===== src/rtl/pllhd_pkg.sv =====
package pllhd_pkg;

    typedef enum logic [1:0] {
        HS_ARMED = 2'd0,
        HS_HOLD  = 2'd1,
        HS_REACQ = 2'd2
    } hold_state_e;

endpackage


===== src/rtl/pllhd_lock_counter.sv =====
module pllhd_lock_counter #(
    parameter int CNT_W  = 8,
    parameter int THR_C0 = 5,
    parameter int THR_C1 = 16,
    parameter int THR_C2 = 64,
    parameter int THR_C3 = 255
) (
    input  logic       clk,
    input  logic       rst,
    input  logic       strobe_i,
    input  logic       win_wide_ok_i,
    input  logic       win_narrow_ok_i,
    input  logic       win_narrow_sel_i,
    input  logic       dld_off_i,
    input  logic [1:0] code_i,
    output logic       lock_o
);

    localparam logic [CNT_W-1:0] CNT_MAX = '1;

    function automatic logic [CNT_W-1:0] thr_of(input logic [1:0] code);
        logic [CNT_W-1:0] t;
        case (code)
            2'd0:    t = CNT_W'(THR_C0);
            2'd1:    t = CNT_W'(THR_C1);
            2'd2:    t = CNT_W'(THR_C2);
            default: t = CNT_W'(THR_C3);
        endcase
        return t;
    endfunction

    logic [CNT_W-1:0] cnt_q;
    logic [CNT_W-1:0] cnt_d;
    logic             lock_q;
    logic             lock_d;
    logic             in_win;

    always_comb begin
        in_win = win_narrow_sel_i ? win_narrow_ok_i : win_wide_ok_i;
        cnt_d  = cnt_q;
        if (dld_off_i) begin
            cnt_d = '0;
        end else if (strobe_i) begin
            if (!in_win) begin
                cnt_d = '0;
            end else if (cnt_q != CNT_MAX) begin
                cnt_d = cnt_q + 1'b1;
            end
        end
        lock_d = !dld_off_i && (cnt_d >= thr_of(code_i));
    end

    always_ff @(posedge clk) begin
        if (rst) begin
            cnt_q  <= '0;
            lock_q <= 1'b0;
        end else begin
            cnt_q  <= cnt_d;
            lock_q <= lock_d;
        end
    end

    assign lock_o = lock_q;


    clear_drops_lock_chk: assert property (@(posedge clk) disable iff (rst)
        (strobe_i && !in_win) |=> !lock_o);


    dld_off_no_lock_chk: assert property (@(posedge clk) disable iff (rst)
        dld_off_i |=> !lock_o);


    sat_hold_chk: assert property (@(posedge clk) disable iff (rst)
        (cnt_q == CNT_MAX && strobe_i && in_win && !dld_off_i) |=> (cnt_q == CNT_MAX));

endmodule


===== src/rtl/pllhd_ref_qual.sv =====
module pllhd_ref_qual #(
    parameter int NUM_REF = 2,
    parameter int SEL_W   = 1
) (
    input  logic [NUM_REF-1:0] ref_edge_i,
    input  logic [SEL_W-1:0]   ref_sel_i,
    input  logic               ld_cmp_i,
    input  logic               ld_cmp_en_i,
    output logic               sel_edge_o,
    output logic               ld_ok_o
);

    logic [NUM_REF-1:0] hit;

    for (genvar k = 0; k < NUM_REF; k++) begin : g_ref
        assign hit[k] = ref_edge_i[k] && (ref_sel_i == SEL_W'(k));
    end

    assign sel_edge_o = |hit;
    assign ld_ok_o    = ld_cmp_en_i ? ld_cmp_i : 1'b1;

endmodule


===== src/rtl/pllhd_hold_fsm.sv =====
module pllhd_hold_fsm
    import pllhd_pkg::*;
(
    input  logic clk,
    input  logic rst,
    input  logic lock_i,
    input  logic ld_ok_i,
    input  logic ref_edge_i,
    input  logic hold_en_i,
    input  logic ext_mode_i,
    input  logic ext_req_i,
    input  logic dld_off_i,
    output logic holdover_o,
    output logic cp_hiz_o
);

    hold_state_e state_q;
    hold_state_e state_d;
    logic        auto_en;

    assign auto_en = hold_en_i && !ext_mode_i && !dld_off_i;

    always_comb begin
        state_d = state_q;
        unique case (state_q)
            HS_ARMED: begin
                if (!auto_en) begin
                    state_d = HS_REACQ;
                end else if (!lock_i && ld_ok_i) begin
                    state_d = HS_HOLD;
                end
            end
            HS_HOLD: begin
                if (!auto_en || ref_edge_i) begin
                    state_d = HS_REACQ;
                end
            end
            HS_REACQ: begin
                if (auto_en && lock_i && ld_ok_i) begin
                    state_d = HS_ARMED;
                end
            end
            default: state_d = HS_REACQ;
        endcase
    end

    always_ff @(posedge clk) begin
        if (rst) begin
            state_q <= HS_REACQ;
        end else begin
            state_q <= state_d;
        end
    end

    always_comb begin
        holdover_o = (auto_en && state_q == HS_HOLD)
                   || (hold_en_i && ext_mode_i && ext_req_i);
        cp_hiz_o   = holdover_o;
    end


    hold_gate_chk: assert property (@(posedge clk) disable iff (rst)
        !hold_en_i |-> !cp_hiz_o);


    enter_hold_chk: assert property (@(posedge clk) disable iff (rst)
        (state_q == HS_ARMED && auto_en && !lock_i && ld_ok_i) |=> (state_q == HS_HOLD));


    leave_hold_chk: assert property (@(posedge clk) disable iff (rst)
        (state_q == HS_HOLD && ref_edge_i) |=> (state_q == HS_REACQ));


    rearm_guard_chk: assert property (@(posedge clk) disable iff (rst)
        (state_q == HS_REACQ && !(lock_i && ld_ok_i)) |=> (state_q != HS_ARMED));

endmodule


===== src/rtl/pll_holdover_ctrl.sv =====
module pll_holdover_ctrl #(
    parameter int CNT_W   = 8,
    parameter int THR_C0  = 5,
    parameter int THR_C1  = 16,
    parameter int THR_C2  = 64,
    parameter int THR_C3  = 255,
    parameter int NUM_REF = 2,
    parameter int SEL_W   = (NUM_REF > 1) ? $clog2(NUM_REF) : 1
) (
    input  logic               clk,
    input  logic               rst,
    input  logic               pfd_strobe_i,
    input  logic               win_wide_ok_i,
    input  logic               win_narrow_ok_i,
    input  logic [NUM_REF-1:0] ref_edge_i,
    input  logic [SEL_W-1:0]   ref_sel_i,
    input  logic               ld_cmp_i,
    input  logic               ext_hold_req_i,
    input  logic [1:0]         cfg_cnt_code_i,
    input  logic               cfg_win_narrow_i,
    input  logic               cfg_dld_off_i,
    input  logic               cfg_hold_en_i,
    input  logic               cfg_ext_mode_i,
    input  logic               cfg_ld_cmp_en_i,
    output logic               lock_o,
    output logic               holdover_o,
    output logic               cp_hiz_o
);

    logic lock_w;
    logic sel_edge_w;
    logic ld_ok_w;

    pllhd_lock_counter #(
        .CNT_W (CNT_W),
        .THR_C0(THR_C0),
        .THR_C1(THR_C1),
        .THR_C2(THR_C2),
        .THR_C3(THR_C3)
    ) u_lock (
        .clk             (clk),
        .rst             (rst),
        .strobe_i        (pfd_strobe_i),
        .win_wide_ok_i   (win_wide_ok_i),
        .win_narrow_ok_i (win_narrow_ok_i),
        .win_narrow_sel_i(cfg_win_narrow_i),
        .dld_off_i       (cfg_dld_off_i),
        .code_i          (cfg_cnt_code_i),
        .lock_o          (lock_w)
    );

    pllhd_ref_qual #(
        .NUM_REF(NUM_REF),
        .SEL_W  (SEL_W)
    ) u_ref (
        .ref_edge_i (ref_edge_i),
        .ref_sel_i  (ref_sel_i),
        .ld_cmp_i   (ld_cmp_i),
        .ld_cmp_en_i(cfg_ld_cmp_en_i),
        .sel_edge_o (sel_edge_w),
        .ld_ok_o    (ld_ok_w)
    );

    pllhd_hold_fsm u_fsm (
        .clk       (clk),
        .rst       (rst),
        .lock_i    (lock_w),
        .ld_ok_i   (ld_ok_w),
        .ref_edge_i(sel_edge_w),
        .hold_en_i (cfg_hold_en_i),
        .ext_mode_i(cfg_ext_mode_i),
        .ext_req_i (ext_hold_req_i),
        .dld_off_i (cfg_dld_off_i),
        .holdover_o(holdover_o),
        .cp_hiz_o  (cp_hiz_o)
    );

    assign lock_o = lock_w;


    ext_no_auto_chk: assert property (@(posedge clk) disable iff (rst)
        (cfg_ext_mode_i && !ext_hold_req_i) |-> !holdover_o);

endmodule


===== config.mk =====
export PLATFORM = sky130hd
export DESIGN_NAME = pll_holdover_ctrl
export DESIGN_NICKNAME = d
export VERILOG_FILES = /design/src/rtl/pllhd_pkg.sv /design/src/rtl/pllhd_lock_counter.sv /design/src/rtl/pllhd_ref_qual.sv /design/src/rtl/pllhd_hold_fsm.sv /design/src/rtl/pll_holdover_ctrl.sv
export SDC_FILE = /design/constraint.sdc
export NUM_CORES = 1
export LEC_CHECK = 0
export BUFFER_PORTS_ARGS = -buffer_cell sky130_fd_sc_hd__buf_2
export CORE_MARGIN = 2
export CORE_UTILIZATION = 40
export CTS_CLUSTER_SIZE = 8
export DETAILED_ROUTE_END_ITERATION = 16
export MAX_ROUTING_LAYER = met4
export PLACE_DENSITY = 0.69
export REMOVE_ABC_BUFFERS = 1
export SYNTH_ARGS = -nofsm -noshare
export SYNTH_HDL_FRONTEND = slang
export SYNTH_SLANG_ARGS = --single-unit

===== constraint.sdc =====
create_clock -name clk -period 4.3 [get_ports clk]
set_input_delay 0.215 -clock clk [delete_from_list [all_inputs] [get_ports clk]]
set_output_delay 0.215 -clock clk [all_outputs]
set_load 0.02 [all_outputs]

# ---- Word level (Yosys, flattened, before mapping)
# Cells that the tools add are included.
dict set report op_classes {
  n_bitwise 1
  n_lt_le_gt_ge 1
  n_eq_ne 8
  reduce_logical 21
  mux 12
  n_addsub 1
}
# op count
set ops {}
lappend ops {{8-bit two-way mux} 4}
lappend ops {{8-bit case mux with 3 select lines} 1}
lappend ops {{1-bit logical AND} 11}
lappend ops {{8-bit by 1-bit adder with 8-bit output, second input constant} 1}
lappend ops {{8-bit >= comparator} 1}
lappend ops {{2-bit two-way mux} 4}
lappend ops {{8-bit != test, second input constant} 1}
lappend ops {{2-bit case mux with 3 select lines} 1}
lappend ops {{2-bit by 1-bit equality test with 1-bit output, second input constant} 2}
lappend ops {{2-bit equality test, second input constant} 2}
lappend ops {{1-bit zero test} 4}
lappend ops {{2-bit zero test} 2}
lappend ops {{2-bit by 1-bit != test with 1-bit output, second input constant} 2}
lappend ops {{3-bit != test, second input constant} 1}
lappend ops {{3-bit AND reduction} 1}
lappend ops {{1-bit logical OR} 2}
lappend ops {{1-bit two-way mux} 2}
lappend ops {{2-bit OR reduction} 1}
lappend ops {{1-bit inverter} 1}
dict set report totals {
  wordCells 47
  output_inout_bits 3
  input_bits 17
  ff_bits 11
}

# ---- Longest topological paths before layout
# Gate-level depths: netlist of the first run.
dict set report depth {
  ltp_word 7
  depth_mapped 9
}

# ---- By module
# A second synthesis of the first run with hierarchy kept.
dict set report unflattened {
  cells_unflattened 101
  hier_area_um2 894.6
}
# mod cells_per_inst seq_area_each_um2 area_per_inst_um2 n_inst
set by_module_without_submodules {}
lappend by_module_without_submodules {pllhd_lock_counter 86 180.2 742.0 1}
lappend by_module_without_submodules {pllhd_hold_fsm 13 40.0 131.4 1}
lappend by_module_without_submodules {pllhd_ref_qual 2 0.0 21.3 1}

# ---- Least setup slack after synthesis of the first run
# No wires, ideal clock.
dict set report synth_timing {
  path_type {reg2reg}
  startpoint {reg u_lock.cnt_q[0]}
  endpoint {reg u_lock.lock_q, in the netlist u_lock.lock_o}
  period_less_slack_ns 2.274
  arrival_time_ns 2.203
  stages_incl_launch_ff 10
  slack_ns 2.026
  path_buffers 1
  cell_sequence {dfxtp_1 ha_1 buf_2 and4_2 and4bb_2 nor3_1 ha_1 nand2_1 or4b_1 o2bb2ai_1}
}
dict set report synth_between {
  elab_chain_len 7
  word_cells_on_any_way 8
}
# element line
set synth_rtl {}
lappend synth_rtl {{start: declaration} pllhd_lock_counter.sv:32} ;# logic [CNT_W-1:0] cnt_q;
lappend synth_rtl {{start signal: assignment} pllhd_lock_counter.sv:58} ;# cnt_q <= cnt_d;
lappend synth_rtl {{8-bit by 1-bit adder with 8-bit output / 8-bit != test (equally long branches)} {pllhd_lock_counter.sv:47, pllhd_lock_counter.sv:46}}
lappend synth_rtl {{8-bit two-way mux (*)} pllhd_lock_counter.sv:46} ;# end else if (cnt_q != CNT_MAX) begin
lappend synth_rtl {{8-bit two-way mux (*)} pllhd_lock_counter.sv:44} ;# if (!in_win) begin
lappend synth_rtl {{8-bit two-way mux (*)} pllhd_lock_counter.sv:43} ;# end else if (strobe_i) begin
lappend synth_rtl {{8-bit two-way mux (*)} pllhd_lock_counter.sv:41} ;# if (dld_off_i) begin
lappend synth_rtl {{via u_lock.cnt_d[6]} pllhd_lock_counter.sv:33} ;# logic [CNT_W-1:0] cnt_d;
lappend synth_rtl {{8-bit >= comparator (*)} pllhd_lock_counter.sv:50} ;# lock_d = !dld_off_i && (cnt_d >= thr_of(code_i));
lappend synth_rtl {{1-bit logical AND (*)} pllhd_lock_counter.sv:50}
lappend synth_rtl {{end signal: assignment} pllhd_lock_counter.sv:59} ;# lock_q <= lock_d;
lappend synth_rtl {{end: declaration} pllhd_lock_counter.sv:34} ;# logic lock_q;
# Mark *: on every way through the listed nets, which the timed path passes. The rest lies on a longest branch.
# A chain may end at the register's enable or synchronous reset.

# ---- Worst setup path in the final report of the first run
# Same ends and word-level chain as after synthesis.

==> flow_metrics.py, run 1 <==
metrics = {
    "floorplanning": {
        "num_rows": 17,
        "die_w_um": 53.2,
        "die_height_um": 53.2,
        "dieArea_mm2": 0.00283,
        "coreArea_mm2": 0.00225,
        "io_pins": 20,
        "start_util_pct": 43.0,
    },
    "synth": {
        "netlist_area_um2": 968,
        "synthTopCellsByArea": "dfxtp_1 (23%), ha_1 (16%), nor3_1 (6.2%), inv_1 (4.3%), nand4_1 (3.2%)",
        "async_flop_share_pct": 0,
        "synth_warnings": 0,
        "avgSynthCellArea_um2": 8.49,
        "synth_flop_cell": "dfxtp_1",
        "ys_types": 41,
        "seq_area_frac_synth_pct": 22.7,
        "synth_edf_count": 0,
        "syn_inst": 114,
        "yosysTopAreaCellShare_pct": 22.7,
        "ys_seq_elements": 11,
        "netlist.top_cell.by_area": "dfxtp_1",
    },
    "timing": {
        "hold_violations": 0,
        "finalCritPeriodShare_pct": 60.1,
        "relSlewSlack_pct": 75.6,
        "fmaxAchievable_ghz": 0.387,
        "fin_crit_ns": 2.59,
        "slew_viol_final": 0,
        "worst_pin_slew_ns": 0.356,
        "holdWs_ns": 0.245,
        "setup_viol_count_final": 0,
        "fin_setup_tns_ns": 0,
        "rsz0062_at_grt": "no",
        "clock_skew_ns": 0.00558,
    },
    "clocking": {
        "cts-resized-gates": 0,
        "cts.htree.levels": 1,
        "clk_pin_slew_ns": 0.08,
        "clock_sinks": 11,
        "holdBufCountCts": 0,
        "clock_path_buffers": 2,
        "numCtsBuffers": 3,
        "clk-insertion-delay-late_ns": 0.27,
        "post_cts_buffers": 0,
        "root_buffer": "clkbuf_4",
        "cts_tree": "built",
    },
    "final_layout": {
        "final_nets": 164,
        "area_delta_synth_final_pct": 13.7,
        "fillers": 237,
        "drive_above_1_share_pct": 23.9,
        "final_cells": 162,
        "diodes": 0,
    },
    "pwr": {
        "powerDensity_mw_per_mm2": 194,
        "totalPowerFinal_w": 0.000214,
        "peakVddDrop_v": 0.000110,
        "leakagePower_nw": 0.437,
    },
    "worst_setup_path": {
        "worstPathMaxFanout": 9,
        "required_ns": 4.50,
        "crit_slowest_cell": "or4b_1",
        "critical_path.cell_chain": "ha_1, and4_2, and4bb_2, nor3_1, ha_1, nand2_1, or4b_1, o2bb2ai_1",
        "cp_common_cell": "ha_1",
        "critPathLaunchType": "flop",
        "critPathKind": "reg -> reg",
        "worstPathArrival_ns": 2.78,
        "cp_slowest_stage_delay_ns": 0.53,
        "end_kind": "flop",
    },
    "drt": {
        "drt-initial-drc-count": 10,
        "wl_um": 2150,
        "vias": 913,
        "via_per_inst": 5.64,
        "dr.pass1.iters": 4,
        "avgRoutedWirePerCell_um": 13.3,
        "drc_errors": 0,
        "antenna_left": 0,
    },
    "global_routing": {
        "antenna_found_initial": 0,
        "grt_pass1_vias": 847,
        "grt_max_degree": 10,
        "grt_overflow": 0,
        "grtUsageMet1_pct": 21.4,
        "grt_pass1_wl_um": 3620,
        "busiest_layer": "met2",
        "use_met2_pct": 30.9,
        "met3_usage_pct": 1.69,
        "grtUsageTotal_pct": 17.9,
    },
    "place": {
        "placedCellCount": 158,
        "place.gp.congestion": 0.805,
        "port_buffers": 19,
        "hpwl_um": 1770,
    },
    "job": {
        "cap_violations": 0,
    },
    "run_status": {
        "status": "finished clean",
    },
    "hold_path": {
        "hold_path.class": "in -> reg",
    },
}
## critical path: cells and delay by family, from the launching register on
family,cells,cell delay (ns)
flops,1,0.43
simple gates,5,1.23
fa+ha+maj,2,0.71
compound gates,1,0.16
## stage by stage
| step | setup WS [ns] | util [%] | area (µm²) |
|---|---|---|---|
| floorplan | 1.99 | - | 945 |
| global placement | 1.84 | 47.7 | 1070 |
| detailed placement | 1.72 | 47.7 | 1070 |
| CTS | 1.72 | 48.8 | 1100 |
| global route | 1.60 | 48.8 | 1100 |
| finish | 1.71 | 48.8 | 1100 |
## flip-flops by register name, indices dropped and copies added (netlist names)
signal and cells:
u_fsm.state_q 2, u_lock.lock_o 1, u_lock.cnt_q 8
## Yosys cell counts (3+ instances only)
cell,instances
nor3_1,12
mux2i_1,3
dfxtp_1,11
nor2_1,4
nand4_1,5
o21ai_0,4
nand2_1,5
ha_1,12
a211oi_1,3
o211ai_1,4
inv_1,11
a21oi_1,6
## cell type report
cell class	instances	area (µm²)	area share, %
repair buffers	19	95.1	8.64
well taps	28	35.0	3.18
inverters	11	41.3	3.75
clock buffers	4	26.3	2.39
flip-flops and latches	11	220	20.0
multi-input cells	89	683	62.0
## routing by layer
metal	wire (µm)	share of wire, %
met1	994	46
met2	1090	51
met3	36	1.7
met4	31	1.4
met5	0	0
## final timing paths
check	depth (start not counted)	slack [ns]	end	start
setup / recovery	8	1.71	u_lock.lock_o$_SDFF_PP0_	u_lock.cnt_q[0]$_SDFF_PP0_
hold / removal	4	0.24	u_lock.cnt_q[5]$_SDFF_PP0_	rst
setup reg to reg	8	1.71	u_lock.lock_o$_SDFF_PP0_	u_lock.cnt_q[0]$_SDFF_PP0_
hold reg to reg	2	0.47	u_fsm.state_q[0]$_SDFFE_PP0P_	u_fsm.state_q[0]$_SDFFE_PP0P_
## cells in the final DEF (no fill, tap or decap), types with 3 or more instances in the layout
cell type / instances
nand4_1: 5
clkbuf_4: 3
a211oi_1: 3
inv_1: 11
ha_1: 12
o21ai_0: 4
nor3_1: 12
nor2_1: 4
nand2_1: 5
a21oi_1: 6
mux2i_1: 3
o211ai_1: 4
buf_2: 19
dfxtp_1: 11
## power by group
group	internal (W)	switching (W)	leakage (nW)
Clock	0.0000359	0.0000367	0.0150
Combinational	0.0000171	0.0000209	0.333
Sequential	0.000102	0.000000903	0.0887
Total	0.000155	0.0000585	0.437
## cells by family (layout without fill, tap and decap cells)
logic type / count (synthesis) / after routing / synth area share [%]
simple gates: 41 / 41 / 25.2
flops: 11 / 11 / 22.7
mux: 4 / 4 / 4.26
buf+inv: 14 / 34 / 6.72
fa+ha+maj: 12 / 12 / 15.5
compound gates: 32 / 32 / 25.6
Note: power is estimated with default switching activity, not from simulation.
==> run 2: changes to the inputs <==
PLACE_DENSITY = 0.72   (was 0.69)
clock period = 2.3 ns   (was 4.3 ns; I/O delays follow)
==> run 2 against run 1 <==
  * Wire length rose by 6.3%
  * Design area rose by 9.9%
  * Critical path type unchanged
  * First-iteration DRC count rose to 2.7 times the previous value
  * Critical endpoint unchanged
==> flow_metrics.py, run 2 (synthesized netlist as in run 1, its figures left out) <==
metrics = {
    "clocking": {
        "clk-insertion-delay-late_ns": 0.28,
        "root_buffer": "clkbuf_4",
        "clock_path_buffers": 2,
        "numCtsBuffers": 3,
        "clock_sinks": 11,
        "cts_tree": "built",
        "holdBufCountCts": 0,
        "cts.htree.levels": 1,
        "clk_pin_slew_ns": 0.08,
    },
    "pwr": {
        "clkPwrFrac_pct": 34.4,
        "peakVddDrop_v": 0.000223,
        "p_sw_w": 0.000119,
        "combPwrFrac_pct": 19.0,
        "powerDensity_mw_per_mm2": 342,
        "p_seq_share_pct": 46.5,
        "p_sw_share_pct": 28.8,
        "leakagePower_nw": 0.485,
        "p_int_w": 0.000295,
    },
    "place": {
        "place.gp.congestion": 0.899,
        "port_buffers": 19,
        "dpl_cell_area_mm2": 0.00112,
        "hpwl_um": 1770,
    },
    "final_layout": {
        "drive_above_1_share_pct": 32.9,
        "area_delta_synth_final_pct": 24.9,
        "final_nets": 173,
        "diodes": 0,
        "final_common_cell": "buf_2",
        "final_cell_mix": "buf_2 (19), nor3_1 (12), inv_1 (11), ha_1 (11)",
        "regMostFlops": "u_lock.cnt_q",
        "fillers": 225,
        "finish.instance_area_mm2": 0.00121,
        "largest_reg_flops": 8,
    },
    "worst_setup_path": {
        "worstPathArrival_ns": 2.45,
        "critical_path.cell_chain": "ha_4, buf_4, a2111oi_4, mux2i_1, ha_1, o211ai_1, or4b_1, o2bb2ai_1",
        "r2r_end": "u_lock.lock_o$_SDFF_PP0_",
        "worstPathMaxFanout": 5,
        "rrSetupSlack_ns": 0.05,
        "crit_start": "u_lock.cnt_q[0]$_SDFF_PP0_",
        "critPathKind": "reg -> reg",
        "end_kind": "flop",
        "cp_slowest_stage_delay_ns": 0.47,
        "crit_slowest_cell": "or4b_1",
        "critPathLaunchType": "flop",
        "required_ns": 2.51,
        "worst-r2r-cell-count": 8,
        "cp-endpoint": "u_lock.lock_o$_SDFF_PP0_",
        "reg2reg_from": "u_lock.cnt_q[0]$_SDFF_PP0_",
    },
    "timing": {
        "fmaxAchievable_ghz": 0.445,
        "clock_skew_ns": 0.00813,
        "fin_crit_ns": 2.25,
        "hold_violations": 0,
        "finalCritPeriodShare_pct": 97.7,
        "relSlewSlack_pct": 76.5,
        "slew_viol_final": 0,
        "rsz0062_at_grt": "yes",
        "fin_setup_tns_ns": 0,
        "worst_pin_slew_ns": 0.351,
        "setup_viol_count_final": 0,
    },
    "drt": {
        "antenna_left": 0,
        "avgRoutedWirePerCell_um": 13.4,
        "drc_errors": 0,
        "via_per_inst": 5.53,
        "drt-initial-drc-count": 27,
        "dr.pass1.iters": 4,
        "wl_um": 2280,
        "vias": 946,
    },
    "run_status": {
        "status": "finished clean",
    },
    "global_routing": {
        "grt_pass1_vias": 850,
        "grt_max_degree": 10,
        "grt_overflow": 0,
        "grtUsageTotal_pct": 18.5,
        "antenna_found_initial": 0,
        "grt_pass1_wl_um": 3650,
    },
    "floorplanning": {
        "dieArea_mm2": 0.00283,
        "io_pins": 20,
        "die_w_um": 53.2,
        "coreArea_mm2": 0.00225,
        "start_util_pct": 43.0,
        "die_height_um": 53.2,
        "num_rows": 17,
    },
    "job": {
        "cap_violations": 0,
    },
    "hold_path": {
        "hold_path.class": "in -> reg",
    },
}
[run 2: cell types whose count changed in the layout (fill, tap and decap cells not counted), sizes merged]
cell / delta
buf: +9
[run 2: critical path: cells and delay by family (launching register included)]
kind	cells	cell delay (ns)
simple gates	1	0.47
fa+ha+maj	2	0.49
compound gates	3	0.58
buf+inv	1	0.15
mux	1	0.14
flops	1	0.34
[run 2: layout make-up]
class,instances,area [µm²],share of cell area [%]
inverter,11,41.3,3.41
multi-input combinational,89,717,59.3
timing repair buffer,28,166,13.8
sequential,11,224,18.5
tap,28,35.0,2.90
clock buffer,4,26.3,2.17
[run 2: worst min path at each step]
stage | startpoint | end | slack, ns | cells after the start
final | cfg_hold_en_i | u_fsm.state_q[0]$_SDFFE_PP0P_ | 0.15 | 3
after global routing | rst | u_lock.lock_o$_SDFF_PP0_ | 0.18 | 3
after global placement | rst | u_lock.cnt_q[5]$_SDFF_PP0_ | 0.43 | 4
after CTS | cfg_hold_en_i | u_fsm.state_q[0]$_SDFFE_PP0P_ | 0.14 | 3
after floorplan | cfg_hold_en_i | u_fsm.state_q[0]$_SDFFE_PP0P_ | 0.29 | 2
after detailed placement | cfg_hold_en_i | u_fsm.state_q[0]$_SDFFE_PP0P_ | 0.44 | 3
[run 2: metrics by stage]
stage                     total power, W  cells  hold slack [ns]  utilization, %  setup WS (ns)
after floorplan                 0.000240    111            0.294               -       -0.00564
after global placement          0.000268    164            0.425            49.7         0.0303
after detailed placement        0.000271    164            0.437            49.7        -0.0313
after CTS                       0.000416    170            0.142            51.6        0.00910
after global routing            0.000438    171            0.177            53.7        -0.0286
final                           0.000414    171            0.152            53.7         0.0523
[run 2: power by group through the flow]
stage	logic (W)	clock network, W	registers [W]
floorplan	0.0000423	0	0.000198
global placement	0.0000713	0	0.000196
detailed placement	0.0000745	0	0.000197
CTS	0.0000760	0.000148	0.000192
global route	0.0000892	0.000156	0.000193
finish	0.0000789	0.000143	0.000193
[run 2: layer usage]
layer	vias up	share of wire, %	track usage (%)	routed length (µm)
li1	488	-	-	-
met1	441	46	23.0	1050
met2	13	50	29.2	1140
met3	4	1.5	0.847	34
met4	0	2.6	11.5	60
met5	-	0	-	0
[run 2: timing repair]
item | CTS | global route
gates resized for setup | 1 | 9
setup endpoints to repair | 1 | 1
endpoints found under the hold margin | 0 | 0
pin swaps | 3 | 2
buffers inserted | 2 | 1
